## config.mk

```make
export PLATFORM = sky130hd
export DESIGN_NAME = ocp_fault_ctrl
export DESIGN_NICKNAME = d
export VERILOG_FILES = /design/src/rtl/ocp_pkg.sv /design/src/rtl/ocp_tick_timer.sv /design/src/rtl/ocp_retry_ctr.sv /design/src/rtl/ocp_fault_ctrl.sv
export SDC_FILE = /design/constraint.sdc
export NUM_CORES = 1
export LEC_CHECK = 0
export BUFFER_PORTS_ARGS = -buffer_cell sky130_fd_sc_hd__buf_2
export CAP_MARGIN = 40
export CORE_UTILIZATION = 52
export DETAILED_ROUTE_END_ITERATION = 10
export GPL_ROUTABILITY_DRIVEN = 0
export PLACE_DENSITY = 0.74
export SLEW_MARGIN = 25
export SYNTH_ARGS = -nofsm -noshare
export SYNTH_HDL_FRONTEND = slang
export SYNTH_SLANG_ARGS = --single-unit
```

## constraint.sdc

```tcl
create_clock -name clk -period 4.56 [get_ports clk]
set_clock_uncertainty 0.15 [all_clocks]
set_input_delay 0 -clock clk [delete_from_list [all_inputs] [get_ports clk]]
set_output_delay 0 -clock clk [all_outputs]
set_load 0.005 [all_outputs]
```

## src/rtl/ocp_pkg.sv

```systemverilog
package ocp_pkg;

  localparam logic [2:0] POL_IMM     = 3'd0;
  localparam logic [2:0] POL_HICCUP  = 3'd1;
  localparam logic [2:0] POL_BOUNDED = 3'd2;
  localparam logic [2:0] POL_RIDE    = 3'd3;
  localparam logic [2:0] POL_IGNORE  = 3'd4;

  typedef enum logic [2:0] {
    ST_RUN,
    ST_OFF_WAIT,
    ST_HICCUP,
    ST_RIDE,
    ST_LATCH
  } ocp_state_e;

endpackage

```

## src/rtl/ocp_tick_timer.sv

```systemverilog
module ocp_tick_timer #(
  parameter int DW = 16
) (
  input  logic          clk,
  input  logic          rst,
  input  logic          clr,
  input  logic          tick,
  input  logic [DW-1:0] limit,
  output logic          done
);
  localparam logic [DW-1:0] TOP = {DW{1'b1}};

  logic [DW-1:0] count;

  always_ff @(posedge clk) begin
    if (rst || clr)                 count <= '0;
    else if (tick && count != TOP)  count <= count + 1'b1;
  end

  assign done = (count >= limit);

  AST_TIMER_NO_WRAP: assert property (@(posedge clk) disable iff (rst)
    (count == TOP && !clr) |=> (count == TOP));
  AST_TIMER_CLEARS: assert property (@(posedge clk) disable iff (rst)
    clr |=> (count == '0));
endmodule

```

## src/rtl/ocp_retry_ctr.sv

```systemverilog
module ocp_retry_ctr #(
  parameter int CW = 8
) (
  input  logic          clk,
  input  logic          rst,
  input  logic          clr,
  input  logic          inc,
  output logic [CW-1:0] cnt
);
  localparam logic [CW-1:0] TOP = {CW{1'b1}};

  always_ff @(posedge clk) begin
    if (rst || clr)              cnt <= '0;
    else if (inc && cnt != TOP)  cnt <= cnt + 1'b1;
  end

  AST_CNT_SATURATES: assert property (@(posedge clk) disable iff (rst)
    (cnt == TOP && !clr) |=> (cnt == TOP));
  AST_CNT_STEP: assert property (@(posedge clk) disable iff (rst)
    (!clr && !inc) |=> $stable(cnt));
endmodule

```

## src/rtl/ocp_fault_ctrl.sv

```systemverilog
module ocp_fault_ctrl
  import ocp_pkg::*;
#(
  parameter int              DLY_W         = 16,
  parameter int              CNT_W         = 8,
  parameter logic [DLY_W-1:0] DEF_RETRY_DLY = 100,
  parameter logic [CNT_W-1:0] DEF_RETRY_MAX = 3,
  parameter logic [DLY_W-1:0] DEF_RIDE_DLY  = 10
) (
  input  logic             clk,
  input  logic             rst,
  input  logic             oc_trip,
  input  logic             tick,
  input  logic             cfg_wr,
  input  logic [2:0]       cfg_policy,
  input  logic [DLY_W-1:0] cfg_retry_dly,
  input  logic [CNT_W-1:0] cfg_retry_max,
  input  logic [DLY_W-1:0] cfg_ride_dly,
  output logic             out_en,
  output logic             fault_flag,
  output logic [CNT_W-1:0] retry_cnt
);

  logic [2:0]       pol_q;
  logic [DLY_W-1:0] rdly_q;
  logic [CNT_W-1:0] rmax_q;
  logic [DLY_W-1:0] ride_q;

  always_ff @(posedge clk) begin
    if (rst) begin
      pol_q  <= POL_IMM;
      rdly_q <= DEF_RETRY_DLY;
      rmax_q <= DEF_RETRY_MAX;
      ride_q <= DEF_RIDE_DLY;
    end else if (cfg_wr) begin
      pol_q  <= cfg_policy;
      rdly_q <= cfg_retry_dly;
      rmax_q <= cfg_retry_max;
      ride_q <= cfg_ride_dly;
    end
  end

  ocp_state_e       st, nxt;
  logic             t_clr, t_done, t_tick;
  logic             c_clr, c_inc;
  logic [DLY_W-1:0] t_limit;
  logic [CNT_W:0]   cnt_plus;

  assign t_tick   = tick && (st == ST_HICCUP || st == ST_RIDE);
  assign t_limit  = (st == ST_RIDE) ? ride_q : rdly_q;
  assign cnt_plus = {1'b0, retry_cnt} + 1'b1;

  ocp_tick_timer #(.DW(DLY_W)) u_timer (
    .clk(clk), .rst(rst), .clr(t_clr), .tick(t_tick),
    .limit(t_limit), .done(t_done)
  );

  ocp_retry_ctr #(.CW(CNT_W)) u_retry (
    .clk(clk), .rst(rst), .clr(c_clr), .inc(c_inc), .cnt(retry_cnt)
  );

  always_comb begin
    nxt   = st;
    t_clr = 1'b0;
    c_clr = 1'b0;
    c_inc = 1'b0;
    if (cfg_wr) begin
      nxt   = ST_RUN;
      t_clr = 1'b1;
      c_clr = 1'b1;
    end else begin
      case (st)
        ST_RUN: if (oc_trip) begin
          t_clr = 1'b1;
          case (pol_q)
            POL_HICCUP: begin
              nxt   = ST_HICCUP;
              c_clr = 1'b1;
            end
            POL_BOUNDED: begin
              c_clr = 1'b1;
              nxt   = (rmax_q == '0) ? ST_LATCH : ST_HICCUP;
            end
            POL_RIDE:   nxt = ST_RIDE;
            POL_IGNORE: nxt = ST_RUN;
            default:    nxt = ST_OFF_WAIT;
          endcase
        end
        ST_OFF_WAIT: if (!oc_trip) nxt = ST_RUN;
        ST_HICCUP: if (t_done) begin
          t_clr = 1'b1;
          c_inc = 1'b1;
          if (!oc_trip)
            nxt = ST_RUN;
          else if (pol_q == POL_BOUNDED && cnt_plus >= {1'b0, rmax_q})
            nxt = ST_LATCH;
        end
        ST_RIDE: begin
          if (!oc_trip) begin
            nxt   = ST_RUN;
            t_clr = 1'b1;
          end else if (t_done) begin
            nxt = ST_LATCH;
          end
        end
        default: nxt = st;
      endcase
    end
  end

  always_ff @(posedge clk) begin
    if (rst) begin
      st         <= ST_RUN;
      out_en     <= 1'b1;
      fault_flag <= 1'b0;
    end else begin
      st         <= nxt;
      out_en     <= (nxt == ST_RUN) || (nxt == ST_RIDE);
      fault_flag <= (nxt == ST_OFF_WAIT) || (nxt == ST_HICCUP) || (nxt == ST_LATCH);
    end
  end

  AST_IMM_CUTS: assert property (@(posedge clk) disable iff (rst)
    (st == ST_RUN && oc_trip && !cfg_wr && (pol_q == POL_IMM || pol_q > POL_IGNORE))
      |=> (!out_en && fault_flag));
  AST_BOUNDED_LIMIT: assert property (@(posedge clk) disable iff (rst)
    (st == ST_HICCUP && pol_q == POL_BOUNDED) |-> (retry_cnt < rmax_q));
  AST_LATCH_HOLDS: assert property (@(posedge clk) disable iff (rst)
    (st == ST_LATCH && !cfg_wr) |=> (st == ST_LATCH && !out_en && fault_flag));
  AST_RIDE_ON: assert property (@(posedge clk) disable iff (rst)
    (st == ST_RIDE) |-> (out_en && !fault_flag));
  AST_IGNORE_ON: assert property (@(posedge clk) disable iff (rst)
    (pol_q == POL_IGNORE && !cfg_wr) |=> out_en);
  AST_FLAG_MEANS_OFF: assert property (@(posedge clk) disable iff (rst)
    fault_flag |-> !out_en);
  AST_CFG_RESUMES: assert property (@(posedge clk) disable iff (rst)
    cfg_wr |=> (out_en && !fault_flag && retry_cnt == '0));
endmodule

```

==> results.toml, run 1 <==
[pwr]
leakagePower_uw = 0.00211
cellPowerDensity_mw_per_mm2 = 269
vdd.ir_drop.worst_uv = 219

[global_routing]
grt_pass1_wl_um = 14600
antenna_found_initial = 0
grt_pass1_vias = 3189
grt_max_degree = 44
grt_use_total = 0.247
overflow = 0

[clocking]
cts_tree = "done"
cts.clk_slew.worst_paths_ns = 0.08
htree_levels = 3
numCtsBuffers = 9
cts.sinks = 72
clk_latency_ns = 0.35
cts_buffer_depth = 2
cts_root_buf = "clkbuf_8"
cts-resized-gates = 0

[sta]
hold_viol = 0
finalWorstSetupSlack_ns = 0.576
tns_ns = 0
worst_pin_slew_ns = 0.783
drv_slew = 0
timing.fmax_ghz = 0.251
setup_viol = 0
slew_headroom = 0.478
layout_min_cycle_time_ns = 3.98
rsz0062_at_grt = "false"
finalCritPeriodShare = 0.874

[drt]
via_count = 3269
wl_um = 8700
viasPerCell = 5.29
drt-wirelength-per-cell_um = 14.1
drt_iter0_drc = 129
antenna_left = 0
drc = 0
detail_route.first_pass.iterations = 4

[floorplanning]
dieArea_mm2 = 0.00768
dieHeight_um = 87.7
fp.dieW_um = 87.7
rows = 30
initial_utilization = 0.549
io_pins = 58
core_area_mm2 = 0.00694

[hold_path]
hold_path_class = "in2reg"

[cells_and_area]
antenna_cells = 0
area_growth_syn_to_layout_pct = 25.4
nets = 591
fillCellCount = 524
drive_gt1_frac = 0.170

[setup_path]
cp.required_ns = 4.65
arrival_ns = 4.07
timing_worst_setup_path_type = "reg2reg"
cp-end-kind = "flip-flop"
cp_max_fo = 10
critPathLaunchType = "flip-flop"

[synth]
syn_area_per_cell_um2 = 9.13
netlist_area_mm2 = 0.00381
yosys_warnings = 0
synth_fp_nets = 492
ys_types = 52
ys.flop_type = "dfxtp_1"
synth_seq_cells = 72
seq_area_frac_synth = 0.378
synth-async-reset-ratio = 0
syn_inst = 418
synth-edff-count = 0

[run]
maxCapViolCount = 0

[placement]
dp_hpwl_um = 5790
portBuffers = 57
place_ws_ns = 0.636

[run_status]
status = "completed"
[through the flow]
stage	power, µW	instances	area, µm²	hold WS (ns)	utilization
after floorplan	774	418	3810	-0.0216	-
after global placement	814	558	4160	0.0671	0.599
after detailed placement	818	558	4160	0.0821	0.599
after CTS	1300	618	4780	0.00972	0.689
after global routing	1350	618	4780	0.0308	0.689
final	1290	618	4780	0.0276	0.689
[logic make-up after synthesis]
kind of cell             after synthesis  synth area share
multiplexers                          59             0.155
AO/OA/AOI/OAI                         44            0.0895
XOR/XNOR                              30            0.0689
AND/OR/NAND/NOR                      153             0.185
adder cells (fa/ha/maj)               26            0.0853
buffers and inverters                 34            0.0387
flip-flops                            72             0.378
[cells in the mapped netlist (2+ instances only)]
cell / instances / share of area
nor3_1: 19 / 0.025
nor4_1: 4 / 0.0066
xor2_1: 2 / 0.0046
a21o_1: 4 / 0.0079
o21ai_0: 3 / 0.0039
a21oi_1: 10 / 0.013
mux2i_1: 58 / 0.15
nand2_1: 24 / 0.024
nor2b_1: 2 / 0.0033
a31oi_1: 4 / 0.0066
ha_1: 26 / 0.085
inv_1: 17 / 0.017
nand3_1: 10 / 0.013
or2_1: 2 / 0.0033
nor2_1: 70 / 0.069
nand2b_1: 4 / 0.0066
clkbuf_1: 11 / 0.011
buf_6: 2 / 0.0059
xnor2_1: 28 / 0.064
o21ai_1: 6 / 0.0079
dfxtp_1: 72 / 0.38
o21a_1: 3 / 0.0059
or4_1: 2 / 0.0039
nand4_1: 6 / 0.0098
or3_1: 2 / 0.0033
[layout make-up]
type	count	area [µm²]	share of cell area
well taps	96	120	0.0251
repair buffers	104	748	0.156
clock buffers	9	124	0.0259
inverters	18	67.6	0.0141
multi-input cells	312	2230	0.465
clock inverters	7	56.3	0.0118
flip-flops and latches	72	1440	0.301
[worst paths after layout]
path | start | end | slack [ns] | depth (start not counted)
max | st[1] | out_en | 0.58 | 12
min | cfg_wr | ride_q[3] | 0.03 | 3
max reg2reg | st[1] | out_en | 0.58 | 12
min reg2reg | rdly_q[6] | rdly_q[6] | 0.34 | 2
[critical path: stages, from the launching register on]
cell     delay (ns)
dfxtp_1        0.44
nor2b_1        0.32
nand2_1        0.31
buf_4          0.30
mux2i_1        0.14
ha_1           0.32
nand4_1        0.14
nor4_1         0.52
o31ai_4        0.14
buf_4          0.20
o31a_2         0.39
a21o_1         0.17
a221o_1        0.33
[cells in the final DEF (no fill, tap or decap), drive strengths merged, types with 3 or more instances in the layout]
cell type	synthesis	routed
nand2	25	25
nor4	4	4
a31oi	5	5
o21a	3	3
nor3	19	19
nand2b	4	4
nand3	10	10
buf	4	60
nand4	6	6
a21o	4	4
dlygate4sd3	0	44
clkinv	1	6
a21oi	11	11
or2	3	3
dfxtp	72	72
o21ai	9	9
clkbuf	12	9
xnor2	28	28
inv	17	18
nor2	71	71
ha	26	26
mux2i	58	58
[state kept, by name (all words and copies together) (netlist names)]
signal,count
u_timer.count,16
rmax_q,8
ride_q,16
out_en,1
st,3
u_retry.cnt,8
fault_flag,1
rdly_q,16
pol_q,3
[routing by layer]
layer / vias up / wire length [µm] / track usage
met2: 70 / 4360 / 0.433
met1: 1524 / 3910 / 0.296
met3: 15 / 275 / 0.0622
met5: - / 0 / 0
met4: 0 / 159 / 0.0790
li1: 1660 / - / -
[what timing repair did]
action / in CTS / in global routing
hold buffers: 44 / 0
endpoints found under the hold margin: 45 / 0
buffers inserted: 0 / 0
[where the power goes]
group | switching, µW | internal [µW] | total [µW]
clock | 249 | 201 | 450
combinational | 77.0 | 87.5 | 164
sequential | 19.4 | 653 | 673
Power figures use the tool's default switching activity.
==> run 2, diff against run 1 <==
ABC_AREA = 1   (was default)
==> run 2 against run 1 <==
Effect of this change: clock power is 11% higher; design area is 1.8% higher; total power is 4.2% higher; critical endpoint is now u_timer.count[2]; largest power group unchanged; highest routed layer unchanged.
==> results.toml, run 2 <==
[synth]
syn_area_per_cell_um2 = 7.35
seq_area_frac_synth = 0.377
yosys.area.top_type_share = 0.377
yosysMostFrequentCell = "nor2_1"
synthTopCellsByArea = "dfxtp_1 38%, nor2_1 8.5%, ha_1 8.5%"
synth-async-reset-ratio = 0
ys_types = 32
syn_inst = 521
synth-edff-count = 0
synth_fp_nets = 595
netlist_area_mm2 = 0.00383
yosysTopAreaCell = "dfxtp_1"
ys.flop_type = "dfxtp_1"
yosys_warnings = 0
synth_seq_cells = 72
synthTopCellsByCount = "87 x nor2_1, 78 x nand2_1, 72 x dfxtp_1"

[setup_path]
cp-end-kind = "flip-flop"
path_cells = "inv_2 -> nor2_4 -> inv_4 -> nor2_8 -> mux2i_1 -> ha_1 -> nand2_1 -> nor2_1 -> a21oi_1 -> nand3_1 -> nand2_1 -> o2111ai_2 -> nor3b_1"
crit_path_start = "st[1]"
max_stage_delay_ns = 0.41
cp_max_fo = 17
path_delay_family = "simple AND/OR/NAND/NOR gates"
crit_slowest_cell = "o2111ai_2"
critPathLaunchType = "flip-flop"
timing.rr.end = "u_timer.count[2]"
reg2reg_slack_ns = 1.23
timing.rr.start = "st[1]"
timing_worst_setup_path_type = "reg2reg"
worst-path-buf-inv = 2
arrival_ns = 3.44
cp_common_cell = "nand2_1"
cp.required_ns = 4.67
reg2reg_depth = 13

[drt]
viasPerCell = 5.24
detail_route.first_pass.iterations = 6
via_count = 3786
antenna_left = 0
wl_um = 9760
drt_iter0_drc = 260
drt-wirelength-per-cell_um = 13.5
drc = 0

[cells_and_area]
drive_gt1_frac = 0.150
antenna_cells = 0
final_common_cell = "nor2_1"
area_growth_syn_to_layout_pct = 27.2
nets = 695
reg_top3 = "rdly_q (16), ride_q (16), u_timer.count (16)"
postLayoutCellArea_mm2 = 0.00487
layout_common_cells = "87 x nor2_1, 78 x nand2_1, 72 x dfxtp_1, 58 x inv_1, 57 x buf_2"
post-route-util = 0.701

[global_routing]
grt_pass1_wl_um = 16000
overflow = 0
grt.busiest_layer = "met2"
grt_pass1_vias = 3554
grt_max_degree = 56
grtUsageMet1 = 0.341
use_met3 = 0.0424
antenna_found_initial = 0
grt_use_total = 0.269
use_met2 = 0.466

[placement]
dp_hpwl_um = 6500
portBuffers = 57
place_area_mm2 = 0.00419

[sta]
layout_min_cycle_time_ns = 3.33
worst_pin_slew_ns = 0.789
finalCritPeriodShare = 0.730
timing.fmax_ghz = 0.301
drv_slew = 0
slew_headroom = 0.474
hold_viol = 0
setup_viol = 0
rsz0062_at_grt = "false"
tns_ns = 0

[floorplanning]
fp.dieW_um = 87.8
dieArea_mm2 = 0.00771
initial_utilization = 0.551
core_area_mm2 = 0.00694
io_pins = 58
rows = 30
dieHeight_um = 87.8

[clocking]
htree_levels = 3
numCtsBuffers = 9
cts_buffer_depth = 2
cts_root_buf = "clkbuf_8"
clk_latency_ns = 0.35
cts_tree = "done"
cts.sinks = 72
cts.clk_slew.worst_paths_ns = 0.08

[run_status]
status = "completed"

[hold_path]
hold_path_class = "in2reg"
hold_path_depth = 2
hold_start = "cfg_wr"
hold_end = "rmax_q[1]"

[run]
maxCapViolCount = 0

[pwr]
leakagePower_uw = 0.00221
p_total_uw = 1340
cellPowerDensity_mw_per_mm2 = 275
vdd.ir_drop.worst_uv = 174
## run 2: cell count changes after synthesis, sizes merged, moves of 4 or more
| cell | delta |
|---|---|
| a21o | -4 |
| a21oi | +23 |
| nor3 | -7 |
| nand2b | -4 |
| xnor2 | -26 |
| o21ai | +41 |
| xor2 | +6 |
| nand3 | +17 |
| nor2 | +23 |
| nand2 | +56 |
| mux2i | -43 |
| nor4 | -4 |
| inv | +45 |
## run 2: final cells by class
class	count	area [µm²]
repair buffers	105	788
flip-flops and latches	72	1440
clock inverters	7	72.6
fillers	561	2070
clock buffers	9	124
multi-input cells	371	2090
well taps	96	120
inverters	62	235
## run 2: how the worst max path moves through the flow
stage / endpoint / depth (start not counted)
finish: u_timer.count[2] / 13
global route: u_timer.count[2] / 13
CTS: u_retry.cnt[4] / 15
detailed placement: u_timer.count[2] / 13
global placement: u_retry.cnt[5] / 15
floorplan: u_retry.cnt[5] / 17
## run 2: per-layer routing
metal	part of all wire	up-vias
met5	0	-
met2	0.49	112
met3	0.045	19
li1	-	1903
met4	0.017	0
met1	0.45	1752
## run 2: stage by stage
| stage | setup slack (ns) | std cells | hold WS [ns] |
|---|---|---|---|
| 6_report | 1.23 | 722 | 0.0734 |
| 5_1_grt | 0.927 | 722 | 0.114 |
| 4_1_cts | 1.27 | 721 | 0.0519 |
| 3_5_place_dp | 1.29 | 659 | 0.0708 |
| 3_3_place_gp | 1.43 | 658 | 0.0696 |
| 2_1_floorplan | 1.66 | 521 | -0.0776 |
## run 2: cells by family after synthesis
family / Yosys count / share of synthesized area
DFF: 72 / 0.377
adders and majority gates: 26 / 0.0850
and+or+nand+nor: 226 / 0.269
AOI/OAI and AO/OA: 94 / 0.130
muxes: 15 / 0.0392
buffers and inverters: 78 / 0.0778
xor gates and xnor gates: 10 / 0.0229
## run 2: power breakdown
part	total [µW]	leakage [µW]	switching (µW)	internal, µW
sequential	672	0.000592	15.3	657
combinational	169	0.00153	88.9	79.8
clock	500	0.0000952	248	252
## run 2: worst reg2reg max path: cells and delay by family, from the launching register on
family          cells  cell delay [ns]
compound gates      2             0.69
buf+inv             2             0.16
mux                 1             0.35
simple gates        7             1.20
flops               1             0.39
fa+ha+maj           1             0.28
## run 2: repair_timing
action	CTS	global route
setup buffers	0	0
gates resized for setup	0	0
hold endpoints to repair	48	0
hold buffers	46	0
